==> config.mk <==
export PLATFORM = sky130hd
export DESIGN_NAME = dbg_reg_bp
export DESIGN_NICKNAME = d
export VERILOG_FILES = /design/src/rtl/dbgreg_pkg.sv /design/src/rtl/dbg_rst_sync.sv /design/src/rtl/dbg_store.sv /design/src/rtl/dbg_bp_cfg.sv /design/src/rtl/dbg_bp_detect.sv /design/src/rtl/dbg_reg_bp.sv
export SDC_FILE = /design/constraint.sdc
export NUM_CORES = 1
export LEC_CHECK = 0
export BUFFER_PORTS_ARGS = -buffer_cell sky130_fd_sc_hd__buf_2
export CAP_MARGIN = 15
export CORE_ASPECT_RATIO = 0.8
export CORE_MARGIN = 4
export CORE_UTILIZATION = 50
export CTS_CLUSTER_DIAMETER = 60
export CTS_CLUSTER_SIZE = 16
export DETAILED_ROUTE_END_ITERATION = 8
export GPL_ROUTABILITY_DRIVEN = 1
export HOLD_SLACK_MARGIN = 0.1
export PLACE_DENSITY = 0.86
export SLEW_MARGIN = 20
export SYNTH_ARGS = -nofsm -noshare
export SYNTH_HDL_FRONTEND = slang
export SYNTH_SLANG_ARGS = --single-unit
export TNS_END_PERCENT = 5
==> constraint.sdc <==
create_clock -name clk -period 3.85 [get_ports clk]
set_input_delay 0.385 -clock clk [delete_from_list [all_inputs] [get_ports clk]]
set_output_delay 0.385 -clock clk [all_outputs]
set_load 0.05 [all_outputs]
==> src/rtl/dbgreg_pkg.sv <==
package dbgreg_pkg;
  typedef enum logic {
    BP_DATA = 1'b0,
    BP_PROG = 1'b1
  } bp_kind_e;

  typedef struct packed {
    logic armed;
    logic vsens;
  } bp_ctl_t;
endpackage

==> src/rtl/dbg_rst_sync.sv <==
module dbg_rst_sync #(
  parameter int STAGES = 2
) (
  input  logic clk,
  input  logic rst_n,
  output logic rst_n_s
);
  logic [STAGES-1:0] chain_q;

  always_ff @(posedge clk or negedge rst_n) begin
    if (!rst_n) chain_q <= '0;
    else        chain_q <= {chain_q[STAGES-2:0], 1'b1};
  end

  assign rst_n_s = chain_q[STAGES-1];
endmodule

==> src/rtl/dbg_store.sv <==
module dbg_store #(
  parameter int WIDTH = 32
) (
  input  logic             clk,
  input  logic             rst_n,
  input  logic             run_en,
  input  logic             fn_we,
  input  logic [WIDTH-1:0] fn_wdata,
  input  logic             dbg_we,
  input  logic [WIDTH-1:0] dbg_wdata,
  output logic             fn_acc,
  output logic [WIDTH-1:0] value
);
  logic [WIDTH-1:0] val_q, val_nxt;
  logic             val_ld;

  // Functional write lands only while running and not overridden by debug
  assign fn_acc = fn_we & run_en & ~dbg_we;
  assign val_ld = dbg_we | fn_acc;

  always_comb begin
    val_nxt = val_q;
    if (dbg_we)      val_nxt = dbg_wdata;
    else if (fn_acc) val_nxt = fn_wdata;
  end

  always_ff @(posedge clk or negedge rst_n) begin
    if (!rst_n)      val_q <= '0;
    else if (val_ld) val_q <= val_nxt;
  end

  assign value = val_q;


  halt_hold_chk: assert property (@(posedge clk) disable iff (!rst_n)
    (!run_en && !dbg_we) |=> $stable(value));


  dbg_load_chk: assert property (@(posedge clk) disable iff (!rst_n)
    dbg_we |=> (value == $past(dbg_wdata)));
endmodule

==> src/rtl/dbg_bp_cfg.sv <==
module dbg_bp_cfg #(
  parameter int WIDTH = 32
) (
  input  logic                clk,
  input  logic                rst_n,
  input  logic                cfg_we,
  input  logic                cfg_en,
  input  logic                cfg_vsens,
  input  logic [WIDTH-1:0]    cfg_value,
  output dbgreg_pkg::bp_ctl_t ctl,
  output logic [WIDTH-1:0]    cmp
);
  dbgreg_pkg::bp_ctl_t ctl_q, ctl_nxt;
  logic [WIDTH-1:0]    cmp_q, cmp_nxt;

  always_comb begin
    ctl_nxt       = ctl_q;
    cmp_nxt       = cmp_q;
    if (cfg_we) begin
      ctl_nxt.armed = cfg_en;
      ctl_nxt.vsens = cfg_vsens;
      cmp_nxt       = cfg_value;
    end
  end

  always_ff @(posedge clk or negedge rst_n) begin
    if (!rst_n) begin
      ctl_q <= '0;
      cmp_q <= '0;
    end else if (cfg_we) begin
      ctl_q <= ctl_nxt;
      cmp_q <= cmp_nxt;
    end
  end

  assign ctl = ctl_q;
  assign cmp = cmp_q;


  cfg_capture_chk: assert property (@(posedge clk) disable iff (!rst_n)
    cfg_we |=> (ctl.armed == $past(cfg_en) && cmp == $past(cfg_value)));
endmodule

==> src/rtl/dbg_bp_detect.sv <==
module dbg_bp_detect #(
  parameter int                   WIDTH = 32,
  parameter dbgreg_pkg::bp_kind_e KIND  = dbgreg_pkg::BP_DATA
) (
  input  logic                clk,
  input  logic                rst_n,
  input  logic                wr_acc,
  input  logic [WIDTH-1:0]    wdata,
  input  dbgreg_pkg::bp_ctl_t ctl,
  input  logic [WIDTH-1:0]    cmp,
  output logic                hit
);
  logic eq, match, det, hit_q, hit_nxt;

  assign eq = (wdata == cmp);

  generate
    if (KIND == dbgreg_pkg::BP_PROG) begin : g_prog
      // Address breakpoint: always compares the incoming PC
      assign match = eq;
    end else begin : g_data
      assign match = ~ctl.vsens | eq;
    end
  endgenerate

  assign det     = ctl.armed & wr_acc & match;
  assign hit_nxt = det & ~hit_q;

  always_ff @(posedge clk or negedge rst_n) begin
    if (!rst_n) hit_q <= 1'b0;
    else        hit_q <= hit_nxt;
  end

  assign hit = hit_q;


  hit_pulse_chk: assert property (@(posedge clk) disable iff (!rst_n)
    hit |=> !hit);


  hit_needs_write_chk: assert property (@(posedge clk) disable iff (!rst_n)
    !wr_acc |=> !hit);


  hit_disarmed_chk: assert property (@(posedge clk) disable iff (!rst_n)
    !ctl.armed |=> !hit);

  generate
    if (KIND == dbgreg_pkg::BP_PROG) begin : g_prog_chk

      pc_match_hit_chk: assert property (@(posedge clk) disable iff (!rst_n)
        (ctl.armed && wr_acc && wdata == cmp && !hit) |=> hit);
    end else begin : g_data_chk

      value_miss_chk: assert property (@(posedge clk) disable iff (!rst_n)
        (ctl.vsens && wdata != cmp) |=> !hit);
    end
  endgenerate
endmodule

==> src/rtl/dbg_reg_bp.sv <==
module dbg_reg_bp #(
  parameter int                   WIDTH = 32,
  parameter dbgreg_pkg::bp_kind_e KIND  = dbgreg_pkg::BP_DATA
) (
  input  logic             clk,
  input  logic             rst_n,
  input  logic             run_en,
  input  logic             fn_we,
  input  logic [WIDTH-1:0] fn_wdata,
  input  logic             dbg_we,
  input  logic [WIDTH-1:0] dbg_wdata,
  input  logic             cfg_we,
  input  logic             cfg_en,
  input  logic             cfg_vsens,
  input  logic [WIDTH-1:0] cfg_value,
  output logic [WIDTH-1:0] rd_data,
  output logic [WIDTH-1:0] dbg_rd_data,
  output logic             bp_hit
);
  logic                rst_n_s;
  logic                fn_acc;
  logic [WIDTH-1:0]    value;
  dbgreg_pkg::bp_ctl_t ctl;
  logic [WIDTH-1:0]    cmp;

  dbg_rst_sync #(.STAGES(2)) u_rst (
    .clk     (clk),
    .rst_n   (rst_n),
    .rst_n_s (rst_n_s)
  );

  dbg_store #(.WIDTH(WIDTH)) u_store (
    .clk       (clk),
    .rst_n     (rst_n_s),
    .run_en    (run_en),
    .fn_we     (fn_we),
    .fn_wdata  (fn_wdata),
    .dbg_we    (dbg_we),
    .dbg_wdata (dbg_wdata),
    .fn_acc    (fn_acc),
    .value     (value)
  );

  dbg_bp_cfg #(.WIDTH(WIDTH)) u_cfg (
    .clk       (clk),
    .rst_n     (rst_n_s),
    .cfg_we    (cfg_we),
    .cfg_en    (cfg_en),
    .cfg_vsens (cfg_vsens),
    .cfg_value (cfg_value),
    .ctl       (ctl),
    .cmp       (cmp)
  );

  dbg_bp_detect #(.WIDTH(WIDTH), .KIND(KIND)) u_det (
    .clk    (clk),
    .rst_n  (rst_n_s),
    .wr_acc (fn_acc),
    .wdata  (fn_wdata),
    .ctl    (ctl),
    .cmp    (cmp),
    .hit    (bp_hit)
  );

  assign rd_data     = value;
  assign dbg_rd_data = value;


  dbg_priority_chk: assert property (@(posedge clk) disable iff (!rst_n_s)
    (dbg_we && fn_we && run_en) |=> (rd_data == $past(dbg_wdata)));
endmodule

==> summary.md <==
| Metric | Value |
|---|---|
| Initial antenna violation count | 0 |
| Core box area | 6510 um^2 |
| Slew headroom | 0.317 |
| Clock period minus worst slack | 1610 ps |
| Initial DRC count | 66 |
| Fin. Hold Viols | 0 |
| Worst-path clk slew | 70 ps |
| Commonest cells post-synth | dfrtp_1 (69), buf_4 (35), mux2_2 (34), nand2_1 (34) |
| Netlist cell types | 15 |
| Chip width | 100 um |
| # diodes | 0 |
| Layout cells sized above 1 | 0.509 |
| Tcrit/Tclk final | 0.418 |
| H-tree Lvls | 3 |
| DR DRC count | 0 |
| Crit path kind | input port to flop |
| Starting Density | 0.523 |
| DRT Pass-1 Iters | 4 |
| Worst Setup End Kind | flop |
| Largest family of logic cells by synthesized area | multiplexers |
| Post-DP HPWL | 6350 um |
| Worst hold slack | 256 ps |
| HP Class | input port to flop |
| WP data arrival | 1880 ps |
| First-pass GRT wire length | 13,000 um |
| Largest net degree at the start of global routing | 66 |
| Post-synthesis net count | 396 |
| Die Area | 8200 um^2 |
| Clock skew | 7.23 ps |
| Startpoint Class | input port |
| Die height | 81.8 um |
| # clock sinks | 69 |
| Hold path depth | 3 |
| DRT antenna net count | 0 |
| Drt wl/cell | 15.9 um |
| Worst Path Max Fanout | 33 |
| Synth Instances | 292 |
| Drt total wl | 8200 um |
| Synth warnings | 0 |
| Synth Register Bits | 69 |
| CTS Buf Count | 9 |
| Post-synth EDFFs | 0 |
| Area Overhead vs Synth | 24.5% |
| Setup TNS | 0 ps |
| Status | finished clean |
| Mapped Area | 3400 um^2 |
| Via Count | 2,568 |
| Max frequency | 622 MHz |
| Post-Synth Simple-Gate Area | 0.0599 |
| Pwr/cell area | 463 nW/um^2 |
| Unrepaired setup endpoints after global routing | false |
| CP required | 4120 ps |
| Mapped Avg Cell Area | 11.7 um^2 |
| Setup violators final | 0 |
| Max-slew violations | 0 |
| Ranking of synthesized cells by area | dfrtp_1 (51%), mux2_2 (11%), mux2i_1 (9.4%) |
| R2R depth | 5 |
| Multiplexer share of the synthesized area | 0.207 |
| Gr usage total | 0.209 |
| Grt total ovfl | 0 |
| CTS tree | yes |
| Post-Synth Adder-Cell Area | 0 |
| I/O pin cnt | 169 |
| Yosys top cell area share | 0.507 |
| Register area share after synthesis | 0.507 |
| Synth Area in Compound Gates | 0.0496 |
| Vias per cell | 4.98 |
| Slew at the pin with the worst max-slew slack | 1020 ps |
| RePlAce Congestion | 0.836 |
| Nets | 531 |
| Synth area leader | dfrtp_1 |
| Clock latency on the worst-skew pair | 330 ps |
| Post-CTS setup buffer count | 0 |
| Async set-reset flop share out of synthesis | 1.00 |
| Top-count cell post-synth | dfrtp_1 |
| Peak VDD IR | 0.000266 V |
| IO Port Bufs | 168 |
| Row count | 26 |
| CTS root buffer | clkbuf_8 |
| Longest Clk Path Bufs | 2 |
| Commonest register cell after synthesis | dfrtp_1 |
| Synth Area in XOR/XNOR | 0.0824 |
| Leakage Power | 2.19 nW |
| Maxcap violations | 0 |
| Number of global-route vias before repair | 2,710 |
==> timing repair <==
action,CTS,global route
endpoints found under the hold margin,2,0
hold buffers,1,0
resized for setup,0,0
==> routing by layer <==
metal,GRT usage,vias to the layer above,share of wire
met2,0.356,115,0.47
met3,0.0696,12,0.097
met5,0,-,0
li1,-,1233,-
met1,0.253,1208,0.41
met4,0.0646,0,0.014
==> worst max-delay path: stages <==
cell	delay, ps
buf_2	100
nand2_2	550
or4b_4	720
a21oi_2	110
==> worst paths after layout <==
check	end	startpoint	slack [ps]
setup / recovery	u_det.hit	run_en	2240
min in group asynchronous	u_cfg.cmp[1]	u_rst.chain_q[1]	320
hold reg to reg	u_cfg.cmp[1]	u_rst.chain_q[1]	320
setup reg to reg	u_det.hit	u_cfg.cmp[25]	2460
hold / removal	u_store.value[17]	dbg_wdata[17]	260
max in group asynchronous	u_cfg.cmp[7]	u_rst.chain_q[1]	2590
==> through the flow <==
step	area [um^2]	instances	worst slack, ps	power, mW	utilization
global placement	4040	499	1900	1.41	0.622
global route	4240	516	2170	2.06	0.651
CTS	4240	516	2240	1.99	0.651
detailed placement	4040	499	1880	1.42	0.622
finish	4240	516	2240	1.96	0.651
floorplan	3400	292	1790	1.30	-
==> area by class of cell <==
| cell class | instances | area, um^2 |
|---|---|---|
| clock buffer | 12 | 135 |
| clock inverter | 4 | 48.8 |
| fill | 552 | 2270 |
| multi-input combinational | 177 | 1360 |
| sequential | 69 | 1730 |
| tap | 84 | 105 |
| timing repair buffer | 170 | 858 |
==> cells in the final DEF, fill, tap and decap left out <==
cell | synthesis | final
a21oi_2 | 1 | 1
buf_2 | 4 | 168
buf_4 | 35 | 1
bufinv_16 | 0 | 1
clkbuf_1 | 6 | 3
clkbuf_8 | 0 | 9
clkinv_2 | 0 | 2
clkinv_4 | 0 | 1
conb_1 | 1 | 1
dfrtp_1 | 69 | 68
dfrtp_2 | 0 | 1
dlygate4sd3_1 | 0 | 1
mux2_2 | 34 | 34
mux2i_1 | 32 | 32
nand2_1 | 34 | 33
nand2_2 | 0 | 1
nand4_1 | 8 | 8
nor4_1 | 2 | 2
o21ai_0 | 32 | 32
or4b_4 | 1 | 1
xnor2_1 | 32 | 32
==> logic make-up after synthesis <==
kind of cell | count (synthesis)
simple gates | 45
mux | 66
buf+inv | 46
compound gates | 33
flops | 69
xor+xnor | 32
other cells | 1
==> state kept, by name (all words and copies together), names as in the netlist <==
name and cells:
u_cfg.cmp 32, u_cfg.ctl 2, u_det.hit 1, u_rst.chain_q 2, u_store.value 32
==> where the power goes <==
| part | internal, mW | leakage [nW] | total (mW) | switching, mW |
|---|---|---|---|---|
| registers | 0.795 | 0.821 | 0.849 | 0.0542 |
| logic | 0.180 | 1.27 | 0.552 | 0.372 |
| clock network | 0.299 | 0.0943 | 0.562 | 0.263 |
Note: power is estimated with default switching activity, not from simulation.
